<file path="src/rtl/bp_pkg.sv">
package bp_pkg;

  typedef enum logic [1:0] {
    BR_UNCOND  = 2'd0,
    BR_COND    = 2'd1,
    BR_LOOP    = 2'd2,
    BR_CALLRET = 2'd3
  } br_kind_e;

  localparam int unsigned MAX_HIST = 5;

endpackage

</file>
<file path="src/rtl/bp_static_rule.sv">
module bp_static_rule
  import bp_pkg::*;
(
  input  logic [1:0] kind_i,
  output logic       taken_o
);

  br_kind_e kind;

  assign kind = br_kind_e'(kind_i);

  always_comb begin
    unique case (kind)
      BR_COND:    taken_o = 1'b0;
      BR_UNCOND:  taken_o = 1'b1;
      BR_LOOP:    taken_o = 1'b1;
      BR_CALLRET: taken_o = 1'b1;
      default:    taken_o = 1'b1;
    endcase
  end

endmodule

</file>
<file path="src/rtl/bp_vote.sv">
module bp_vote #(
  parameter int unsigned N = 3
) (
  input  logic [N-1:0] hist_i,
  output logic         taken_o
);

  localparam int unsigned SUM_W = $clog2(N + 1) + 1;

  logic [SUM_W-1:0] ones;

  always_comb begin
    ones = '0;
    for (int b = 0; b < int'(N); b++) begin
      ones = ones + SUM_W'(hist_i[b]);
    end
  end

  // strict majority: a tie on even N loses
  assign taken_o = ({ones, 1'b0} > (SUM_W + 1)'(N));

endmodule

</file>
<file path="src/rtl/bp_hist_entry.sv">
module bp_hist_entry #(
  parameter int unsigned N = 3,
  localparam int unsigned CNT_W = $clog2(N + 1)
) (
  input  logic             clk_i,
  input  logic             rst_ni,
  input  logic             wr_i,
  input  logic             taken_i,
  output logic [N-1:0]     hist_o,
  output logic [CNT_W-1:0] cnt_o
);

  logic [N-1:0]     hist_q;
  logic [CNT_W-1:0] cnt_q;
  logic [N:0]       shifted;

  assign shifted = {hist_q, taken_i};

  always_ff @(posedge clk_i or negedge rst_ni) begin
    if (!rst_ni) begin
      hist_q <= '0;
      cnt_q  <= '0;
    end else if (wr_i) begin
      hist_q <= shifted[N-1:0];
      if (cnt_q != CNT_W'(N)) cnt_q <= cnt_q + 1'b1;
    end
  end

  assign hist_o = hist_q;
  assign cnt_o  = cnt_q;

  a_r6_cnt_sat: assert property (@(posedge clk_i) disable iff (!rst_ni)
    int'(cnt_q) <= int'(N));

  a_r6_cnt_step: assert property (@(posedge clk_i) disable iff (!rst_ni)
    (wr_i && int'(cnt_q) < int'(N)) |=> cnt_q == CNT_W'($past(cnt_q) + 1'b1));

  a_r6_newest: assert property (@(posedge clk_i) disable iff (!rst_ni)
    wr_i |=> hist_q[0] == $past(taken_i));

  a_r10_hold: assert property (@(posedge clk_i) disable iff (!rst_ni)
    !wr_i |=> ($stable(hist_q) && $stable(cnt_q)));

  if (N >= 2) begin : g_age
    a_r6_age: assert property (@(posedge clk_i) disable iff (!rst_ni)
      wr_i |=> hist_q[N-1:1] == $past(hist_q[N-2:0]));
  end

endmodule

</file>
<file path="src/rtl/hybrid_branch_predictor.sv">
module hybrid_branch_predictor
  import bp_pkg::*;
#(
  parameter int unsigned ADDR_W = 32,
  parameter int unsigned IDX_W  = 4,
  parameter int unsigned HIST_N = 3
) (
  input  logic              clk_i,
  input  logic              rst_ni,
  input  logic [ADDR_W-1:0] pred_addr_i,
  input  logic [1:0]        pred_kind_i,
  output logic              pred_taken_o,
  input  logic              upd_valid_i,
  input  logic [ADDR_W-1:0] upd_addr_i,
  input  logic              upd_taken_i
);

  localparam int unsigned ENTRIES = 1 << IDX_W;

  logic static_taken;

  bp_static_rule u_static (
    .kind_i  (pred_kind_i),
    .taken_o (static_taken)
  );

  if (HIST_N == 0) begin : g_static_only
    logic unused_inputs;
    assign unused_inputs = ^{clk_i, rst_ni, pred_addr_i, upd_valid_i, upd_addr_i, upd_taken_i};
    assign pred_taken_o  = static_taken;
  end else begin : g_history
    localparam int unsigned CNT_W = $clog2(HIST_N + 1);

    logic [IDX_W-1:0]  pred_idx;
    logic [IDX_W-1:0]  upd_idx;
    logic [HIST_N-1:0] hist_a [ENTRIES];
    logic [CNT_W-1:0]  cnt_a  [ENTRIES];
    logic [HIST_N-1:0] sel_hist;
    logic [CNT_W-1:0]  sel_cnt;
    logic              vote_taken;
    logic              unused_hi;

    assign pred_idx  = pred_addr_i[IDX_W-1:0];
    assign upd_idx   = upd_addr_i[IDX_W-1:0];
    assign unused_hi = ^{pred_addr_i[ADDR_W-1:IDX_W], upd_addr_i[ADDR_W-1:IDX_W]};

    for (genvar e = 0; e < int'(ENTRIES); e++) begin : g_entry
      bp_hist_entry #(.N(HIST_N)) u_entry (
        .clk_i   (clk_i),
        .rst_ni  (rst_ni),
        .wr_i    (upd_valid_i && (upd_idx == IDX_W'(e))),
        .taken_i (upd_taken_i),
        .hist_o  (hist_a[e]),
        .cnt_o   (cnt_a[e])
      );
    end

    // read side sees registered state only: same-cycle update is not forwarded
    assign sel_hist = hist_a[pred_idx];
    assign sel_cnt  = cnt_a[pred_idx];

    bp_vote #(.N(HIST_N)) u_vote (
      .hist_i  (sel_hist),
      .taken_o (vote_taken)
    );

    assign pred_taken_o = (sel_cnt == CNT_W'(HIST_N)) ? vote_taken : static_taken;

    a_r3_fallback: assert property (@(posedge clk_i) disable iff (!rst_ni)
      (int'(sel_cnt) < int'(HIST_N)) |-> (pred_taken_o == static_taken));

    a_r7_old_hist: assert property (@(posedge clk_i) disable iff (!rst_ni)
      (upd_valid_i && upd_idx == pred_idx) |=> $past(sel_cnt) == sel_cnt
        || int'(sel_cnt) == int'($past(sel_cnt)) + 1 || $past(pred_idx) != pred_idx);
  end

endmodule

</file>
<file path="config.mk">
export PLATFORM = sky130hd
export DESIGN_NAME = hybrid_branch_predictor
export DESIGN_NICKNAME = d
export VERILOG_FILES = /design/src/rtl/bp_pkg.sv /design/src/rtl/bp_static_rule.sv /design/src/rtl/bp_vote.sv /design/src/rtl/bp_hist_entry.sv /design/src/rtl/hybrid_branch_predictor.sv
export SDC_FILE = /design/constraint.sdc
export NUM_CORES = 1
export LEC_CHECK = 0
export CAP_MARGIN = 15
export CELL_PAD_IN_SITES_DETAIL_PLACEMENT = 1
export CELL_PAD_IN_SITES_GLOBAL_PLACEMENT = 1
export CORE_ASPECT_RATIO = 0.9
export CORE_MARGIN = 1.5
export CORE_UTILIZATION = 31
export CTS_CLUSTER_DIAMETER = 60
export DETAILED_ROUTE_END_ITERATION = 16
export DONT_BUFFER_PORTS = 1
export PLACE_DENSITY_LB_ADDON = 0.08
export SETUP_SLACK_MARGIN = 0.02
export SLEW_MARGIN = 25
export SYNTH_ARGS = -nofsm -noshare
export SYNTH_HDL_FRONTEND = slang
export SYNTH_SLANG_ARGS = --single-unit
</file>
<file path="constraint.sdc">
create_clock -name clk_i -period 9.1 [get_ports clk_i]
set_input_delay 1.82 -clock clk_i [delete_from_list [all_inputs] [get_ports clk_i]]
set_output_delay 1.82 -clock clk_i [all_outputs]
set_load 0.02 [all_outputs]
</file>
After elaboration in Yosys (flattened, before gate mapping)

Cells that the tools add are included.

Bits of input ports: 70
Logic and storage cells: 131
Output and inout bits: 1
Register bits: 80

Reduce and logical (&&, ||, !) cells: 35
Magnitude comparators: 2
Add/sub/neg operators: 18
Bitwise operators: 1
Mux-type cells: 8
Equality and inequality tests: 35

Operator list:

| operator                                                              | count |
|---|---|
| 2-bit by 1-bit adder with 2-bit output, second input constant         | 16 |
| 4-bit equality test, second input constant                            | 8 |
| 2-bit inequality test, second input constant                          | 16 |
| 2-bit AND reduction                                                   | 16 |
| 4-bit by 3-bit equality test with 1-bit output, second input constant | 4 |
| 1-bit logical AND                                                     | 16 |
| 3-bit binary-select mux with 4-bit select                             | 1 |
| 2-bit binary-select mux with 4-bit select                             | 1 |
| 4-bit by 2-bit equality test with 1-bit output, second input constant | 2 |
| 2-bit equality test, second input constant                            | 3 |
| 3-bit 2-to-1 mux                                                      | 2 |
| 5-bit >= comparator, second input constant                            | 1 |
| 4-bit NOT with 5-bit output                                           | 1 |
| 4-bit by 1-bit equality test with 1-bit output, second input constant | 1 |
| 4-bit by 2-bit > comparator with 1-bit output, second input constant  | 1 |
| 4-bit zero test                                                       | 1 |
| 2-bit 2-to-1 mux                                                      | 2 |
| 3-bit by 1-bit adder with 3-bit output                                | 1 |
| 3-bit OR reduction                                                    | 1 |
| 1-bit by 1-bit adder with 2-bit output                                | 1 |
| 2-bit by 1-bit equality test with 1-bit output, second input constant | 1 |
| 2-bit zero test                                                       | 1 |
| 1-bit one-hot mux with 2 select lines                                 | 1 |
| 1-bit 2-to-1 mux                                                      | 1 |

Logic depth before layout (Yosys ltp)

Depth after elaboration: 8
Depth in mapped cells: 8
Depth with buffers taken out: 6

Cells and area by module

A second synthesis with hierarchy kept.

Cell total of the unflattened synthesis: 272
Area total of the unflattened synthesis: 4047.6 um^2

By module, submodules not included:

| module                  | cells each | sequential area each (um^2) | area an instance (um^2) | instances |
|---|---|---|---|---|
| bp_hist_entry           | 12         | 125.1                       | 203.9                   | 16 |
| hybrid_branch_predictor | 77         | 0.0                         | 758.2                   | 1 |
| bp_vote                 | 2          | 0.0                         | 20.0                    | 1 |
| bp_static_rule          | 1          | 0.0                         | 6.3                     | 1 |

Worst setup path after synthesis

Ideal clock, no wire load.

Kind: input to output
Start point: input pred_addr_i[0]
End point: output pred_taken_o
Required time: 7.280 ns
Stages: 8
Path buffers: 2
Path slack: 3.408 ns
Data arrival time: 3.872 ns
Cell sequence: buf_6 > buf_8 > mux4_2 > mux4_2 > ha_1 > a41o_1 > a31oi_1 > mux2i_1

Cells in the longest elaborated chain, start to end: 8
Elaborated cells between the ends (all ways): 12
Those cells by class: 2 x add/sub; 1 x order compare; 1 x eq/ne; 7 x mux; 1 x bitwise

RTL lines:

| what                                                 | line                                                         | source |
|---|---|---|
| from (decl)                                          | hybrid_branch_predictor.sv:10                                | `input logic [ADDR_W-1:0] pred_addr_i,` |
| 4-bit NOT with 5-bit output (implied by the code) *  | hybrid_branch_predictor.sv:59, hybrid_branch_predictor.sv:60 |  |
| 3-bit binary-select mux with 4-bit select            | hybrid_branch_predictor.sv:59                                | `assign sel_hist = hist_a[pred_idx];` |
| 3-bit 2-to-1 mux (implied by the code) (2 in series) | hybrid_branch_predictor.sv:59                                |  |
| 1-bit by 1-bit adder with 2-bit output               | bp_vote.sv:15                                                | `ones = ones + SUM_W'(hist_i[b]);` |
| 3-bit by 1-bit adder with 3-bit output               | bp_vote.sv:15                                                |  |
| 4-bit by 2-bit > comparator with 1-bit output        | bp_vote.sv:20                                                | `assign taken_o = ({ones, 1'b0} > (SUM_W + 1)'(N));` |
| 1-bit 2-to-1 mux *                                   | hybrid_branch_predictor.sv:67                                | `assign pred_taken_o = (sel_cnt == CNT_W'(HIST_N)) ? vote_taken : static_taken;` |
| to (decl)                                            | hybrid_branch_predictor.sv:12                                | `output logic pred_taken_o,` |

Every way passes the cells marked *; elsewhere a longest branch is shown, timed or not. The select of a mux whose other input is x is not followed.

Final worst setup path

Ends and elaborated chain as after synthesis.

==> summary.txt <==
Pwr
  – Clk pwr share: 0.362
  – Pleak: 0.00202 uW
  – Sw Pwr: 324 uW
  – PnR Total Power: 1240 uW
  – Pint: 913 uW
  – Comb pwr share: 0.179
  – Worst vdd ir: 0.0857 mV
  – Cell Pwr Density: 279 nW/um^2
  – Sw frac: 0.262
  – Sequential cell fraction of total power: 0.459

Yosys
  – Synthesis warning total: 0
  – Post-Syn Instances: 289
  – Sequential area share after synthesis: 0.510
  – Distinct cells, synth: 28
  – Mapped Nets: 376
  – Yosys reg bits: 80
  – Mean Syn Cell Area: 13.6 sq um
  – Mapped cell area: 3930 sq um

Worst setup path
  – Worst setup path category: input port to output port
  – Critical path startpoint: pred_addr_i[0]
  – Cells on worst reg2reg path: 3
  – Worst R2R End: g_history.g_entry[5].u_entry.cnt_o[1]
  – CP bufs+invs: 0
  – Stages on worst setup path: 6
  – Arrival time worst endpoint: 3890 ps
  – Slowest CP cell: mux4_1
  – CP endpoint: pred_taken_o
  – CP Max Fanout: 25
  – Worst setup SP type: input port
  – R2r startpoint: g_history.g_entry[5].u_entry.cnt_o[0]
  – CP required: 7280 ps
  – Worst-path cell chain: mux4_1, mux4_2, ha_1, a41o_1, a31oi_1, mux2i_1
  – Flop-to-flop setup slack: 7500 ps
  – Crit. End Element: output port
  – Worst path max stage delay: 580 ps
  – Kind of cell adding the most delay to the critical path: multiplexers

Drt
  – Met1 WL: 4400 microns
  – Routed wl met3: 265 microns
  – Routed Antenna Nets: 0
  – Initial DRC Count: 100
  – DR WL/cell: 19.5 microns
  – Metal2 WL: 4080 microns
  – Final wirelength: 8870 microns
  – Vias per cell: 4.99
  – Top layer in use: met4
  – Routed vias: 2271
  – DR DRC count: 0
  – 1st-pass router iterations: 4

CTS
  – # hold bufs at CTS: 0
  – Clk_lat worst skew: 340 ps
  – Post-CTS sizing: 0
  – CTS Sinks: 80
  – H-tree levels: 3
  – CTS clk-pin slew, worst paths: 60 ps
  – Clock buffer depth: 2
  – Cts bufs inserted: 9
  – Root Buffer: clkbuf_16
  – CTS tree: done
  – Setup Buffers After CTS: 0

Finish
  – FF+latch area: 2000 sq um
  – Final #Nets: 377
  – Fillers: 1259
  – Area of the multi-input gates: 1850 sq um
  – Share of layout cells above drive strength 1: 0.292
  – Leading cell type in the layout, fill and taps excluded: dfrtp_1
  – Most frequent cells in the layout: 80 x dfrtp_1, 64 x mux2_2, 17 x nand2_1, 17 x nor2_1, 17 x ha_1
  – Finished Cell Area: 4430 sq um
  – Area growth from synthesis to layout: 12.8%
  – Ant. Diodes: 0
  – Layout Utilization: 0.363

Place
  – Placer congestion estimate: 0.695
  – Number of port buffers: 0
  – Placement Cell Area: 4060 sq um
  – Post-DP HPWL: 6050 microns

Floorplanning
  – Starting Density: 0.321
  – Die width: 122 microns
  – Die area: 13400 sq um
  – # IOs: 71
  – Site row count: 38
  – Core area: 12200 sq um
  – DIE HEIGHT: 110 microns

STA
  – Slew margin rel.: 0.646
  – Worst slew pin tran: 526 ps
  – Slew Limit Fails: 0
  – Tmin final: 5710 ps
  – Final period util: 0.627
  – Hold Vio Cnt, Final: 0
  – Setup_tns: 0 ps
  – Setup violations, final: 0
  – FMAX: 175 MHz
  – Setup Skew: 4.27 ps
  – RSZ-0062 raised after global routing: no

Worst hold path
  – Hold Crit Class: flip-flop to flip-flop

Run
  – Total of max-cap violations: 0

GRT
  – Initial antenna violation count: 0
  – Vias in the first global route: 2487
  – Grt ovf: 0
  – Largest net degree at the start of global routing: 81
  – First-pass GRT wire length: 14500 microns
  – Gr usage total: 0.152

Status
  – Status: complete, no violations
==> cell families after synthesis <==
| family | after synthesis | synth area share |
|---|---|---|
| mux | 80 | 0.272 |
| compound gates | 15 | 0.0277 |
| flops | 80 | 0.510 |
| simple gates | 69 | 0.0819 |
| xor+xnor | 16 | 0.0357 |
| buf+inv | 12 | 0.0185 |
| fa+ha+maj | 17 | 0.0542 |
==> cells in the mapped netlist (all sizes together) <==
| library cell | n | area, sq um |
|---|---|---|
| inv | 2 | 7.51 |
| nor4 | 3 | 18.8 |
| o211ai | 4 | 30.0 |
| a31oi | 1 | 6.26 |
| a22oi | 1 | 7.51 |
| nand2b | 4 | 25.0 |
| clkbuf | 3 | 11.3 |
| nand2 | 17 | 63.8 |
| nor2b | 3 | 18.8 |
| nor3 | 9 | 45.0 |
| o21ai | 4 | 20.0 |
| nor2 | 17 | 63.8 |
| a41o | 1 | 10.0 |
| nand4 | 1 | 6.26 |
| o2111ai | 4 | 35.0 |
| mux4 | 13 | 319 |
| ha | 17 | 213 |
| buf | 7 | 53.8 |
| mux2i | 3 | 30.0 |
| xor2 | 16 | 140 |
| nand3 | 11 | 55.1 |
| mux2 | 64 | 721 |
| dfrtp | 80 | 2000 |
| or3 | 4 | 25.0 |
==> per-stage QoR <==
stage	hold slack (ps)	std cells	worst slack, ps
after floorplan	468	289	3410
after global placement	484	439	3400
after detailed placement	492	439	3410
after CTS	503	455	3390
after global routing	516	455	3360
final	498	455	3390
==> area by class of cell <==
cell class                      count  share of cell area
Clock inverter                      6              0.0294
Sequential cell                    80               0.452
Inverter                            2             0.00169
Clock buffer                       10              0.0539
Tap cell                          160              0.0452
Multi-Input combinational cell    197               0.418
==> worst min path at each step <==
stage / startpoint / endpoint / slack [ps] / depth (start not counted)
after floorplan: g_history.g_entry[13].u_entry.cnt_o[0] / g_history.g_entry[13].u_entry.cnt_o[0] / 470 / 1
after global placement: g_history.g_entry[1].u_entry.cnt_o[0] / g_history.g_entry[1].u_entry.cnt_o[0] / 480 / 1
after detailed placement: g_history.g_entry[15].u_entry.cnt_o[0] / g_history.g_entry[15].u_entry.cnt_o[0] / 490 / 1
after CTS: g_history.g_entry[10].u_entry.cnt_o[0] / g_history.g_entry[10].u_entry.cnt_o[0] / 500 / 1
after global routing: g_history.g_entry[10].u_entry.cnt_o[0] / g_history.g_entry[10].u_entry.cnt_o[0] / 520 / 1
final: g_history.g_entry[8].u_entry.cnt_o[0] / g_history.g_entry[8].u_entry.cnt_o[0] / 500 / 1
==> sequential cells by signal (all words and copies together), names as in the netlist <==
name,cells
g_history.g_entry.u_entry.hist_o,48
g_history.g_entry.u_entry.cnt_o,32
==> metal layers <==
metal	vias up	global-route usage
met5	-	0
met4	0	0.0529
met3	12	0.0503
met2	17	0.240
met1	1177	0.197
li1	1065	-
==> worst reg2reg max path, delay by kind of cell, from the launching register on <==
kind                     cells  cell delay, ps
flip-flops                   1             400
multiplexers                 1             390
adder cells (fa/ha/maj)      1             200
AND/OR/NAND/NOR              1             490
==> power by group through the flow <==
stage / Clock (uW) / Sequential, uW / Combinational, uW
6_report: 447 / 568 / 222
5_1_grt: 478 / 588 / 256
4_1_cts: 468 / 570 / 227
3_5_place_dp: 0 / 574 / 226
3_3_place_gp: 0 / 570 / 214
2_1_floorplan: 0 / 545 / 189
(Power assumes the default switching activity.)
